File: config.mk
export PLATFORM = sky130hd
export DESIGN_NAME = updown_hold_counter
export DESIGN_NICKNAME = d
export VERILOG_FILES = /design/src/rtl/udc_pkg.sv /design/src/rtl/udc_rst_sync.sv /design/src/rtl/udc_dir_decode.sv /design/src/rtl/udc_terminal.sv /design/src/rtl/updown_hold_counter.sv
export SDC_FILE = /design/constraint.sdc
export NUM_CORES = 1
export LEC_CHECK = 0
export ABC_AREA = 1
export BUFFER_PORTS_ARGS = -buffer_cell sky130_fd_sc_hd__buf_4
export CAP_MARGIN = 20
export CORE_AREA = 4 4 41 43
export CTS_CLUSTER_SIZE = 30
export DETAILED_ROUTE_END_ITERATION = 8
export DIE_AREA = 0 0 45 47
export PLACE_DENSITY = 0.55
export REMOVE_ABC_BUFFERS = 1
export SYNTH_ARGS = -nofsm -noshare
export SYNTH_HDL_FRONTEND = slang
export SYNTH_SLANG_ARGS = --single-unit
File: constraint.sdc
create_clock -name clk -period 2.1 [get_ports clk]
set_input_delay 0.21 -clock clk [delete_from_list [all_inputs] [get_ports clk]]
set_output_delay 0.21 -clock clk [all_outputs]
set_load 0.05 [all_outputs]
File: src/rtl/udc_pkg.sv
package udc_pkg;
  typedef enum logic [1:0] {
    DIR_HOLD = 2'b00,
    DIR_INC  = 2'b01,
    DIR_DEC  = 2'b10
  } dir_e;
endpackage

File: src/rtl/udc_rst_sync.sv
module udc_rst_sync #(
  parameter int STAGES = 2
) (
  input  logic clk,
  input  logic rst_n,
  output logic run
);
  logic [STAGES-1:0] chain_q;
  logic [STAGES-1:0] chain_d;

  always_comb begin
    chain_d = {chain_q[STAGES-2:0], 1'b1};
  end

  always_ff @(posedge clk or negedge rst_n) begin
    if (!rst_n) chain_q <= '0;
    else        chain_q <= chain_d;
  end

  assign run = chain_q[STAGES-1];

  // reset drives the run qualifier low
  a_r1_run_low: assert property (@(posedge clk) !rst_n |-> !run);
endmodule

File: src/rtl/udc_dir_decode.sv
module udc_dir_decode
  import udc_pkg::*;
(
  input  logic run,
  input  logic up_req,
  input  logic dn_req,
  output dir_e dir
);
  always_comb begin
    dir = DIR_HOLD;
    if (run) begin
      unique case ({dn_req, up_req})
        2'b01:   dir = DIR_INC;
        2'b10:   dir = DIR_DEC;
        default: dir = DIR_HOLD;
      endcase
    end
  end

  // conflicting strobes never yield a step
  always_comb begin
    a_r5_conflict_holds: assert (!(up_req && dn_req) || dir == DIR_HOLD);
  end
endmodule

File: src/rtl/udc_terminal.sv
module udc_terminal
  import udc_pkg::*;
#(
  parameter int WIDTH = 4
) (
  input  dir_e             dir,
  input  logic [WIDTH-1:0] cur,
  output logic             carry,
  output logic             borrow
);
  localparam logic [WIDTH-1:0] TOP = {WIDTH{1'b1}};
  localparam logic [WIDTH-1:0] BOT = '0;

  always_comb begin
    carry  = (dir == DIR_INC) && (cur == TOP);
    borrow = (dir == DIR_DEC) && (cur == BOT);
  end
endmodule

File: src/rtl/updown_hold_counter.sv
module updown_hold_counter
  import udc_pkg::*;
#(
  parameter int WIDTH       = 4,
  parameter int SYNC_STAGES = 2
) (
  input  logic             clk,
  input  logic             rst_n,
  input  logic             cnt_up,
  input  logic             cnt_dn,
  output logic [WIDTH-1:0] count,
  output logic             carry_out,
  output logic             borrow_out
);
  localparam logic [WIDTH-1:0] STEP = {{(WIDTH-1){1'b0}}, 1'b1};
  localparam logic [WIDTH-1:0] ALL1 = {WIDTH{1'b1}};

  logic             run;
  dir_e             dir;
  logic [WIDTH-1:0] cnt_q;
  logic [WIDTH-1:0] cnt_d;
  logic             cnt_en;

  udc_rst_sync #(.STAGES(SYNC_STAGES)) u_sync (
    .clk   (clk),
    .rst_n (rst_n),
    .run   (run)
  );

  udc_dir_decode u_dec (
    .run    (run),
    .up_req (cnt_up),
    .dn_req (cnt_dn),
    .dir    (dir)
  );

  udc_terminal #(.WIDTH(WIDTH)) u_term (
    .dir    (dir),
    .cur    (cnt_q),
    .carry  (carry_out),
    .borrow (borrow_out)
  );

  always_comb begin
    cnt_en = (dir != DIR_HOLD);
    cnt_d  = cnt_q;
    if (dir == DIR_INC)      cnt_d = cnt_q + STEP;
    else if (dir == DIR_DEC) cnt_d = cnt_q - STEP;
  end

  always_ff @(posedge clk or negedge rst_n) begin
    if (!rst_n)      cnt_q <= '0;
    else if (cnt_en) cnt_q <= cnt_d;
  end

  assign count = cnt_q;

  a_r2_frozen_until_run: assert property (@(posedge clk) disable iff (!rst_n)
    !run |=> count == '0);
  a_r3_increment: assert property (@(posedge clk) disable iff (!rst_n)
    (run && cnt_up && !cnt_dn) |=> count == $past(count) + STEP);
  a_r4_decrement: assert property (@(posedge clk) disable iff (!rst_n)
    (run && cnt_dn && !cnt_up) |=> count == $past(count) - STEP);
  a_r5_both_hold: assert property (@(posedge clk) disable iff (!rst_n)
    (cnt_up && cnt_dn) |=> $stable(count));
  a_r6_idle_hold: assert property (@(posedge clk) disable iff (!rst_n)
    (!cnt_up && !cnt_dn) |=> $stable(count));
  a_r7_wrap_up: assert property (@(posedge clk) disable iff (!rst_n)
    carry_out |=> count == '0);
  a_r7_wrap_down: assert property (@(posedge clk) disable iff (!rst_n)
    borrow_out |=> count == ALL1);
  a_r8_carry_terminal: assert property (@(posedge clk) disable iff (!rst_n)
    carry_out |-> (count == ALL1 && cnt_up && !cnt_dn));
  a_r9_borrow_terminal: assert property (@(posedge clk) disable iff (!rst_n)
    borrow_out |-> (count == '0 && cnt_dn && !cnt_up));
  a_r8_r9_exclusive: assert property (@(posedge clk) disable iff (!rst_n)
    !(carry_out && borrow_out));
endmodule

### After elaboration in Yosys (flattened, before gate mapping)

Index checks and enable logic that the tools add are counted.

| storage, ports and cells | value |
|---|---|
| register bits | 6 |
| input port bits | 4 |
| output and inout port bits | 6 |
| word-level logic and storage cells | 19 |

| operators by class | value |
|---|---|
| add/sub/neg operators | 2 |
| eq/ne operators | 5 |
| mux-type cells | 4 |
| reductions and logical operators | 6 |

Operator list:

| cell | number |
|---|---|
| 4-bit two-way mux | 2 |
| 4-bit by 1-bit adder with 4-bit output (second input constant) | 1 |
| 2-bit by 1-bit equality test with 1-bit output (second input constant) | 2 |
| 2-bit equality test (second input constant) | 2 |
| 4-bit equality test (second input constant) | 1 |
| 4-bit zero test | 1 |
| 2-bit one-hot mux with 2 select lines | 1 |
| 2-bit nonzero test | 2 |
| 4-bit by 1-bit subtractor with 4-bit output (second input constant) | 1 |
| 1-bit logical AND | 2 |
| 2-bit two-way mux | 1 |
| 2-bit AND reduction | 1 |

### Depth between registers and ports, before layout

Gate-level depths: netlist of run 1.

| depth | value |
|---|---|
| depth in word-level cells | 6 |
| mapped depth | 12 |
| mapped depth without buffers | 12 |

### Cells and area by module

A second synthesis of run 1 with hierarchy kept.

| second synthesis, totals | value |
|---|---|
| cell total of the unflattened synthesis | 57 |
| area total of the unflattened synthesis | 409.1 um^2 |

By module, submodules not included:

| module | instances | cells each | area an instance (um^2) | sequential area each (um^2) |
|---|---|---|---|---|
| updown_hold_counter | 1 | 36 | 282.8 | 100.1 |
| udc_terminal | 1 | 14 | 57.6 | 0.0 |
| udc_rst_sync | 1 | 3 | 53.8 | 50.0 |
| udc_dir_decode | 1 | 4 | 15.0 | 0.0 |

### Worst setup path after synthesis of run 1

OpenSTA, ideal clock, no wires.

| timing path | value |
|---|---|
| path type | register to output |
| start | register cnt_q[1] (netlist: count[1]) |
| end | output borrow_out |
| arrival | 1.866 ns |
| required time | 1.890 ns |
| path slack | 0.024 ns |
| cell stages (with the launch flop) | 4 |
| buffers on the path | 0 |
| path through | dfrtp_1 -> nor2_1 -> nand2_1 -> nor3_1 |

| between the ends | value |
|---|---|
| word-level cells in the longest chain between the ends | 2 |

RTL lines:

| element | RTL line | text |
|---|---|---|
| from (decl) | updown_hold_counter.sv:20 | `logic [WIDTH-1:0] cnt_q;` |
| from (signal assigned) | updown_hold_counter.sv:53 | `else if (cnt_en) cnt_q <= cnt_d;` |
| 4-bit zero test | udc_terminal.sv:16 | `borrow = (dir == DIR_DEC) && (cur == BOT);` |
| 1-bit logical AND | udc_terminal.sv:16 |  |
| to (decl) | updown_hold_counter.sv:13 | `output logic borrow_out` |

Every way passes these cells.

### Worst setup path in the final report of run 1

| timing path | value |
|---|---|
| start | register u_sync.chain_q[1] |
| end | register cnt_q[3] (netlist: count[3]) |

| between the ends | value |
|---|---|
| word-level cells in the longest chain between the ends | 4 |
| elaborated cells between the ends (all ways) | 7 |
| classes of those cells | eq/ne: 2; mux: 2; reduce/logical: 3 |

RTL lines:

| element | RTL line | text |
|---|---|---|
| from (decl) | udc_rst_sync.sv:8 | `logic [STAGES-1:0] chain_q;` |
| from (signal assigned) | udc_rst_sync.sv:17 | `else chain_q <= chain_d;` |
| 2-bit two-way mux * | udc_dir_decode.sv:11 | `if (run) begin` |
| 2-bit by 1-bit equality test with 1-bit output / 2-bit equality test (equally long branches) | updown_hold_counter.sv:47, updown_hold_counter.sv:48 |  |
| 2-bit nonzero test (no line) | -- |  |
| 2-bit AND reduction (no line) | -- |  |

Every way passes the cells marked *; elsewhere a longest branch is shown, timed or not.
A chain may end at the register's enable or synchronous reset.

==> out/results.ini, run 1 <==
[sta]
fin_crit_ps=1760
slew_violations=0
setup_tns_ps=0
finalCritPeriodShare_pct=83.9
rsz0062_at_grt=false
fmaxAchievable_mhz=568
setup_viol_count_final=0
fin_skew_ps=0.839
finalHoldViolCount=0

[pwr]
seq_power_share_pct=31.2
p_per_area_nw_per_um2=1430
power.clock.fraction_pct=14.0
p_sw_mw=0.354
p_leak_nw=0.276
switching_share_pct=49.4
ir_drop_uv=518
p_int_mw=0.363
p_comb_share_pct=54.8

[clocking]
cts.sinks=6
post_cts_resized=0
clock_path_buffers=2
clk_latency_ps=240
cts_tree=yes
cts_buffers=3
cts-root-buf=clkbuf_4
clkTransAtPathRegs_ps=40
cts_max_level=1

[final_layout]
final_layout_size_suffix_gt1_share_pct=21.3
final_cell_mix=14 x nand2_1, 10 x buf_4, 8 x inv_1, 6 x dfrtp_1
synthToLayoutAreaGrowth_pct=33.6
num_antenna_cells=0
finalNetCount=72
final_common_cell=nand2_1
utilization_pct=38.7

[floorplanning]
coreArea_um2=1300
io_pins=10
start_util_pct=28.9
dieArea_um2=2120
num_rows=13
die_y_um=47
die_x_um=45

[yosys]
ys_seq_elements=6
netlist_instances=47
yosysTopAreaCell=dfrtp_1
ys_seq_area_share_pct=39.9
yosysTopAreaCellShare_pct=39.9
ys_types=12
syn_area_um2=377
ys_warn_count=0
syn_area_per_cell_um2=8.01
yosys-top-cells-area=dfrtp_1 40%, nand2_1 14%, ha_1 13%

[grt]
top_usage_layer=met2
overflow=0
antenna_found_initial=0
grt_max_degree=7
grt_use_met1_pct=10.0
track_usage_pct=7.80
grt_pass1_vias=292
grt_util_met3_pct=1.15
grt.met2_usage_pct=12.1
grt_pass1_wl_um=1170

[place]
port_buffers=9
routabilityCongestion=0.706
hpwl_um=569

[routing]
route.detailed.drc=0
dr.first_iter.drc_count=1
ant_nets=0
vias_per_cell=4.13
route.vias.total=314
finalWirelength_um=676
first_pass_iters=3
wire_per_inst_um=8.89

[worst_setup_path]
crit_path_start_kind=flop
worstSetupPathType=flop to flop
crit_path_max_fanout=2
crit_buf_inv=3
critPathMaxStageDelay_ps=330
worstPathCellList=inv_1, nor3_1, inv_1, ha_1, inv_1, ha_1, or2_1, nand2_1, nand2_1, nand3_1, nand2_1
required_ps=2220
critPathSlowestCell=dfrtp_1
cpLargestDelayFamily=simple AND/OR/NAND/NOR gates
endpoint_kind=flop
worstPathArrival_ps=1880

[hold_path]
hold_path_class=primary input to asynchronous set/reset pin

[outcome]
status=complete, no violations

[flow_run]
max_cap_violations=0

## path summary, 6_finish.rpt
check | startpoint | endpoint | slack (ps) | cells past startpoint
worst max-delay path | u_sync.chain_q[1] | count[3] | 340 | 11
worst max register to register | u_sync.chain_q[1] | count[3] | 340 | 11
max in group asynchronous | rst_n | count[1] | 1680 | 2
worst min-delay path | rst_n | count[0] | 310 | 2
min in group clk | u_sync.chain_q[0] | u_sync.chain_q[1] | 340 | 0
worst min register to register | u_sync.chain_q[0] | u_sync.chain_q[1] | 340 | 0
## per-layer routing
layer,up-vias,share of wire (%)
met1,136,49
met2,5,46
met3,0,5.0
li1,173,-
met4,0,0
met5,-,0
## flip-flops by register name (all words and copies together) (netlist names)
register / count
u_sync.chain_q: 2
count: 4
## cells in the mapped netlist
master and instances:
nand2_1 14, inv_1 8, dfrtp_1 6, ha_1 4, nand3_1 4, nor2_1 3
nor3_1 2, xnor2_1 2, conb_1 1, fa_1 1, o21ai_0 1, or2_1 1
## layout make-up
class	count	area (µm²)
Clock buffer	3	22.5
Fill cell	143	798
Inverter	8	30.0
Multi-Input combinational cell	33	196
Sequential cell	6	150
Tap cell	15	18.8
Timing Repair Buffer	11	85.1
## metrics by stage
step           cells  area [µm²]  setup slack [ps]  hold slack, ps  power (mW)
2_1_floorplan     47         377              23.9           -85.6       0.503
3_3_place_gp      72         470               364            19.0       0.621
3_5_place_dp      72         470               322            20.7       0.622
4_1_cts           76         503               313             301       0.731
5_1_grt           76         503               199             344       0.783
6_report          76         503               338             312       0.717
## what timing repair did
item / 4_1_cts / 5_1_grt
endpoints found under the hold margin: 6 / 0
hold buffers: 1 / 0
buffers inserted: 0 / 0
## power by group through the flow
stage          combinational (mW)  sequential [mW]  clock (mW)
3_3_place_gp                0.395            0.225           0
5_1_grt                     0.435            0.237       0.111
3_5_place_dp                0.396            0.226           0
4_1_cts                     0.398            0.224       0.108
2_1_floorplan               0.162            0.341           0
6_report                    0.393            0.224       0.101
## cell families after synthesis
family | Yosys count | synth area share, %
xor+xnor | 2 | 4.65
flops | 6 | 39.9
compound gates | 1 | 1.33
fa+ha+maj | 5 | 18.6
buf+inv | 8 | 7.97
other cells | 1 | 0.996
simple gates | 24 | 26.6
(Power assumes the default switching activity.)
==> run 2, diff against run 1 <==
--- a/config.mk
+++ b/config.mk
@@ -5,14 +5,14 @@
 export SDC_FILE = /design/constraint.sdc
 export NUM_CORES = 1
 export LEC_CHECK = 0
-export ABC_AREA = 1
+export ABC_AREA = 0
 export BUFFER_PORTS_ARGS = -buffer_cell sky130_fd_sc_hd__buf_4
 export CAP_MARGIN = 20
 export CORE_AREA = 4 4 41 43
 export CTS_CLUSTER_SIZE = 30
 export DETAILED_ROUTE_END_ITERATION = 8
 export DIE_AREA = 0 0 45 47
-export PLACE_DENSITY = 0.55
+export PLACE_DENSITY = 0.6
 export REMOVE_ABC_BUFFERS = 1
 export SYNTH_ARGS = -nofsm -noshare
 export SYNTH_HDL_FRONTEND = slang
==> constraint.sdc (replaced) <==
create_clock -name clk -period 1.51 [get_ports clk]
set_input_delay 0.151 -clock clk [delete_from_list [all_inputs] [get_ports clk]]
set_output_delay 0.151 -clock clk [all_outputs]
set_load 0.05 [all_outputs]
==> out/results.ini, run 2 <==
[sta]
slew_violations=0  ; unchanged
fin_crit_ps=1840  ; +80.1 ps
rsz0062_at_grt=true
fin_skew_ps=3.89  ; +3.05 ps
finalHoldViolCount=0  ; unchanged
fmaxAchievable_mhz=543  ; -4.3%
setup_ws_ps=-332  ; -670 ps
setup_viol_count_final=4  ; +4
finalCritPeriodShare_pct=122  ; +38 points
setup_tns_ps=-759  ; -759 ps

[clocking]
clock_path_buffers=2  ; unchanged
cts-root-buf=clkbuf_4
clkTransAtPathRegs_ps=50  ; about the same
cts_buffers=3  ; unchanged
cts_max_level=1  ; unchanged
cts.sinks=6  ; unchanged
cts_tree=yes
clk_latency_ps=240  ; about the same

[grt]
grt_pass1_wl_um=1660  ; +41%
grt_use_met1_pct=13.9  ; +3.9 points
overflow=0  ; unchanged
top_usage_layer=met2
grt_max_degree=8  ; +1
track_usage_pct=11.0  ; +3.2 points
grt_pass1_vias=385  ; +32%
antenna_found_initial=0  ; unchanged
grt.met2_usage_pct=17.8  ; +5.6 points
grt_util_met3_pct=1.15  ; unchanged

[pwr]
p_leak_nw=0.306  ; +11%
p_int_mw=0.673  ; +85%
p_per_area_nw_per_um2=1810  ; +27%
switching_share_pct=47.8  ; -1.6 points
ir_drop_uv=1010  ; +94%
power.clock.fraction_pct=11.3  ; -2.7 points
p_sw_mw=0.615  ; +74%
seq_power_share_pct=25.4  ; -5.8 points
p_comb_share_pct=63.3  ; +8.5 points

[outcome]
status=complete, but fails checks
violations=negative setup slack

[floorplanning]
die_x_um=45  ; unchanged
io_pins=10  ; unchanged
start_util_pct=32.1  ; +3.2 points
die_y_um=47  ; unchanged
num_rows=13  ; unchanged
dieArea_um2=2120  ; unchanged
coreArea_um2=1300  ; unchanged

[routing]
wire_per_inst_um=13.1  ; +48%
vias_per_cell=4.95  ; +20%
route.vias.total=386  ; +23%
route.detailed.drc=0  ; unchanged
dr.first_iter.drc_count=3  ; +2
ant_nets=0  ; unchanged
finalWirelength_um=1020  ; +51%
first_pass_iters=4  ; +1

[final_layout]
final_area_um2=712  ; +42%
synthToLayoutAreaGrowth_pct=70.4
finalNetCount=74  ; +2.8%
final_layout_size_suffix_gt1_share_pct=61.9  ; +41 points
num_antenna_cells=0  ; unchanged
largest_register_ffs=4  ; unchanged
final_common_cell=buf_4
final_cell_mix=15 x buf_4, 5 x dfrtp_1, 3 x nand2_1, 3 x ha_4, 3 x clkbuf_4
fin_cells=78  ; +2.6%

[yosys]
ys_seq_elements=6  ; unchanged
syn_area_per_cell_um2=10.2  ; +27%
ys_seq_area_share_pct=35.9  ; -3.9 points
async_reset_ff_share_pct=100  ; unchanged
syn_area_um2=418  ; +11%
synth_common_cells=6 x dfrtp_1, 4 x ha_1, 3 x inv_1, 3 x nand2_1
yosys-top-cells-area=dfrtp_1 36%, ha_1 12%, o211ai_2 6.0%
yosysMostFrequentCell=dfrtp_1
synth_ff_type=dfrtp_1
netlist_instances=41  ; -13%
ys_types=24  ; +12
yosysTopAreaCellShare_pct=35.9  ; -3.9 points
synth_enable_flop_cells=0  ; unchanged
ys_warn_count=0  ; unchanged
yosysTopAreaCell=dfrtp_1

[place]
dp.cells=72  ; unchanged
placed_area_um2=559  ; +19%
hpwl_um=706  ; +24%
port_buffers=9  ; unchanged
routabilityCongestion=0.679  ; -3.8%

[worst_setup_path]
endpoint_kind=flop
worstPathArrival_ps=1960  ; +80 ps
crit_path_max_fanout=2  ; unchanged
worstSetupPathType=flop to flop
required_ps=1630  ; -590 ps
crit_path_start_kind=flop

[hold_path]
hold_path_class=primary input to asynchronous set/reset pin

[flow_run]
max_cap_violations=0  ; unchanged

run 2: changes by cell type in the layout (fill, tap and decap cells not counted), sizes merged, moves of 2 or more:
cell,previous run,this run
nand2,14,3
buf,10,19
inv,8,3
nor2,3,1
o211ai,0,2
nand3b,0,2
nand3,4,2
a21oi,0,2
run 2: path summary, 6_finish.rpt:
check | cells past startpoint | end | slack (ps) | start
max | 8 | count[3] | -330 | u_sync.chain_q[1]
min | 2 | count[2] | 250 | rst_n
max reg2reg | 8 | count[3] | -330 | u_sync.chain_q[1]
min reg2reg | 0 | u_sync.chain_q[1] | 350 | u_sync.chain_q[0]
max in group asynchronous | 2 | count[0] | 1120 | rst_n
min in group clk | 0 | u_sync.chain_q[1] | 350 | u_sync.chain_q[0]
run 2: layer usage:
metal	part of all wire [%]	vias up
met3	5.2	0
met2	51	13
met5	0	-
li1	-	189
met1	44	184
met4	0	0
run 2: power groups by stage:
stage | Combinational [mW] | Clock (mW) | Sequential [mW]
final | 0.815 | 0.145 | 0.327
after global placement | 0.666 | 0 | 0.293
after detailed placement | 0.676 | 0 | 0.292
after global routing | 0.882 | 0.159 | 0.338
after floorplan | 0.245 | 0 | 0.483
after CTS | 0.729 | 0.152 | 0.308
run 2: what timing repair did:
| action | in CTS | in global routing |
|---|---|---|
| buffers inserted | 1 | 1 |
| resized for setup | 15 | 9 |
| hold buffers | 1 | 0 |
| endpoints found under the setup margin | 5 | 5 |
| endpoints found under the hold margin | 6 | 0 |
| pin swaps | 2 | 2 |
run 2: area by class of cell:
class                   instances  area [µm²]
flip-flops and latches          6         151
repair buffers                 20         175
well taps                      15        18.8
clock buffers                   3        22.5
fillers                       130         589
multi-input cells              31         330
inverters                       3        13.8
run 2: logic make-up after synthesis:
group,after synthesis,synth area share (%)
AO/OA/AOI/OAI,6,12.3
XOR/XNOR,2,4.19
adder cells (fa/ha/maj),5,16.8
buffers and inverters,4,3.89
flip-flops,6,35.9
multiplexers,2,5.09
other,1,0.897
AND/OR/NAND/NOR,15,21.0
run 2: through the flow:
stage	worst slack (ps)	power, mW	utilization [%]	hold WS [ps]
CTS	-327	1.19	50.2	241
floorplan	-592	0.728	-	-145
global placement	-468	0.960	43.0	-39.1
global route	-387	1.38	54.7	285
finish	-332	1.29	54.7	252
detailed placement	-471	0.968	43.0	-38.0
run 2: critical path: stages (launching register included):
cell and delay [ps]:
dfrtp_1 330, nand2_1 50, or2_4 240, ha_4 170, inv_4 60, ha_4 190, or4_4 500, o211ai_2 90
o211ai_2 90
==> run 3, diff against run 2 <==
--- a/config.mk
+++ b/config.mk
@@ -7,12 +7,11 @@
 export LEC_CHECK = 0
 export ABC_AREA = 0
 export BUFFER_PORTS_ARGS = -buffer_cell sky130_fd_sc_hd__buf_4
-export CAP_MARGIN = 20
 export CORE_AREA = 4 4 41 43
 export CTS_CLUSTER_SIZE = 30
 export DETAILED_ROUTE_END_ITERATION = 8
 export DIE_AREA = 0 0 45 47
-export PLACE_DENSITY = 0.6
+export PLACE_DENSITY = 0.62
 export REMOVE_ABC_BUFFERS = 1
 export SYNTH_ARGS = -nofsm -noshare
 export SYNTH_HDL_FRONTEND = slang
==> out/results.ini, run 3 (synthesized netlist as in run 2, its figures left out) <==
[clocking]
cts_buffers=3  ; unchanged
clk_latency_ps=250  ; about the same
cts_tree=yes
clock_path_buffers=2  ; unchanged
cts-root-buf=clkbuf_4
cts_max_level=1  ; unchanged
cts.sinks=6  ; unchanged
clkTransAtPathRegs_ps=50  ; about the same

[worst_setup_path]
endpoint_kind=flop
required_ps=1640  ; about the same
worstSetupPathType=flop to flop
crit_path_max_fanout=2  ; unchanged
crit_path_start_kind=flop
worstPathArrival_ps=1980  ; +20 ps

[sta]
finalHoldViolCount=0  ; unchanged
slew_violations=0  ; unchanged
fin_crit_ps=1840  ; +2.93 ps
rsz0062_at_grt=true
setup_tns_ps=-845  ; -85.9 ps
setup_ws_ps=-335  ; -2.93 ps
fmaxAchievable_mhz=542  ; -0.16%
setup_viol_count_final=5  ; +1
finalCritPeriodShare_pct=122  ; +0.19 points
fin_skew_ps=9.82  ; +5.93 ps

[floorplanning]
start_util_pct=32.1  ; unchanged
io_pins=10  ; unchanged
die_y_um=47  ; unchanged
dieArea_um2=2120  ; unchanged
coreArea_um2=1300  ; unchanged
num_rows=13  ; unchanged
die_x_um=45  ; unchanged

[grt]
overflow=0  ; unchanged
antenna_found_initial=0  ; unchanged
track_usage_pct=12.7  ; +1.7 points
grt_pass1_vias=428  ; +11%
grt_pass1_wl_um=1880  ; +14%
grt_util_met3_pct=1.53  ; +0.38 points
top_usage_layer=met2
grt.met2_usage_pct=21.5  ; +3.7 points
grt_max_degree=8  ; unchanged
grt_use_met1_pct=15.0  ; +1.1 points

[pwr]
p_per_area_nw_per_um2=1820  ; +0.46%
p_leak_nw=0.297  ; -2.9%
totalPowerFinal_mw=1.28  ; -0.59%
ir_drop_uv=1230  ; +22%

[final_layout]
final_layout_size_suffix_gt1_share_pct=64.5  ; +2.6 points
utilization_pct=54.1  ; -0.58 points
final_common_cell=buf_4
final_cell_mix=15 x buf_4, 5 x dfrtp_1, 4 x ha_4, 3 x nand2_1, 3 x clkbuf_4
finalNetCount=73  ; -1.4%
largest_register_ffs=4  ; unchanged
fin_cells=77  ; -1.3%
synthToLayoutAreaGrowth_pct=68.6
num_antenna_cells=0  ; unchanged

[place]
routabilityCongestion=0.755  ; +11%
dp.cells=72  ; unchanged
hpwl_um=663  ; -6.0%
port_buffers=9  ; unchanged

[routing]
route.vias.total=382  ; -1.0%
finalWirelength_um=990  ; -3.3%
first_pass_iters=4  ; unchanged
route.detailed.drc=0  ; unchanged
vias_per_cell=4.96  ; +0.25%
wire_per_inst_um=12.9  ; -2.1%
dr.first_iter.drc_count=2  ; -1
ant_nets=0  ; unchanged

[flow_run]
max_cap_violations=0  ; unchanged

[outcome]
violations=negative setup slack
status=complete, but fails checks

[hold_path]
hold_path_class=primary input to asynchronous set/reset pin

[run 3: changes by cell type in the layout (fill, tap and decap cells not counted), sizes merged]
cell | previous run | this run
buf | 19 | 18
[run 3: final cells by class]
type,instances,area [µm²]
inverters,3,13.8
multi-input cells,31,338
clock buffers,3,22.5
flip-flops and latches,6,151
fillers,129,597
repair buffers,19,160
well taps,15,18.8
[run 3: power by group]
| part | switching, mW | total [mW] | internal (mW) |
|---|---|---|---|
| logic | 0.419 | 0.782 | 0.363 |
| registers | 0.124 | 0.344 | 0.219 |
| clock network | 0.0645 | 0.155 | 0.0904 |
| total | 0.608 | 1.28 | 0.672 |
[run 3: worst max-delay path: stages (launching register included)]
cell and delay (ps):
dfrtp_1 340, nand2_1 50, or2_4 240, ha_4 180
inv_4 60, ha_4 190, or4_4 500, o211ai_2 90
o211ai_2 80
[run 3: routing by layer]
layer  up-vias  share of wire (%)
li1        190                  -
met1       178                 44
met2        12                 49
met3         2                4.9
met4         0                2.0
met5         -                  0
[run 3: worst paths after layout]
check | startpoint | to | slack, ps | depth (start not counted)
worst max-delay path | u_sync.chain_q[1] | count[3] | -330 | 8
worst min-delay path | rst_n | count[1] | 240 | 2
worst max register to register | u_sync.chain_q[1] | count[3] | -330 | 8
worst min register to register | u_sync.chain_q[0] | u_sync.chain_q[1] | 350 | 0
max in group asynchronous | rst_n | count[0] | 1130 | 2
min in group clk | u_sync.chain_q[0] | u_sync.chain_q[1] | 350 | 0
[run 3: through the flow]
stage	cell area, µm²	hold WS (ps)	worst slack (ps)
6_report	704	243	-335
5_1_grt	704	272	-449
4_1_cts	649	225	-318
3_5_place_dp	559	-36.5	-471
3_3_place_gp	559	-36.1	-448
2_1_floorplan	413	-145	-592
[run 3: timing repair]
action,CTS,global route
cloned,0,0
hold endpoints to repair,6,0
endpoints found under the setup margin,5,5
pin swaps,1,2
buffers inserted,0,1
resized for setup,15,9
hold buffers,1,0
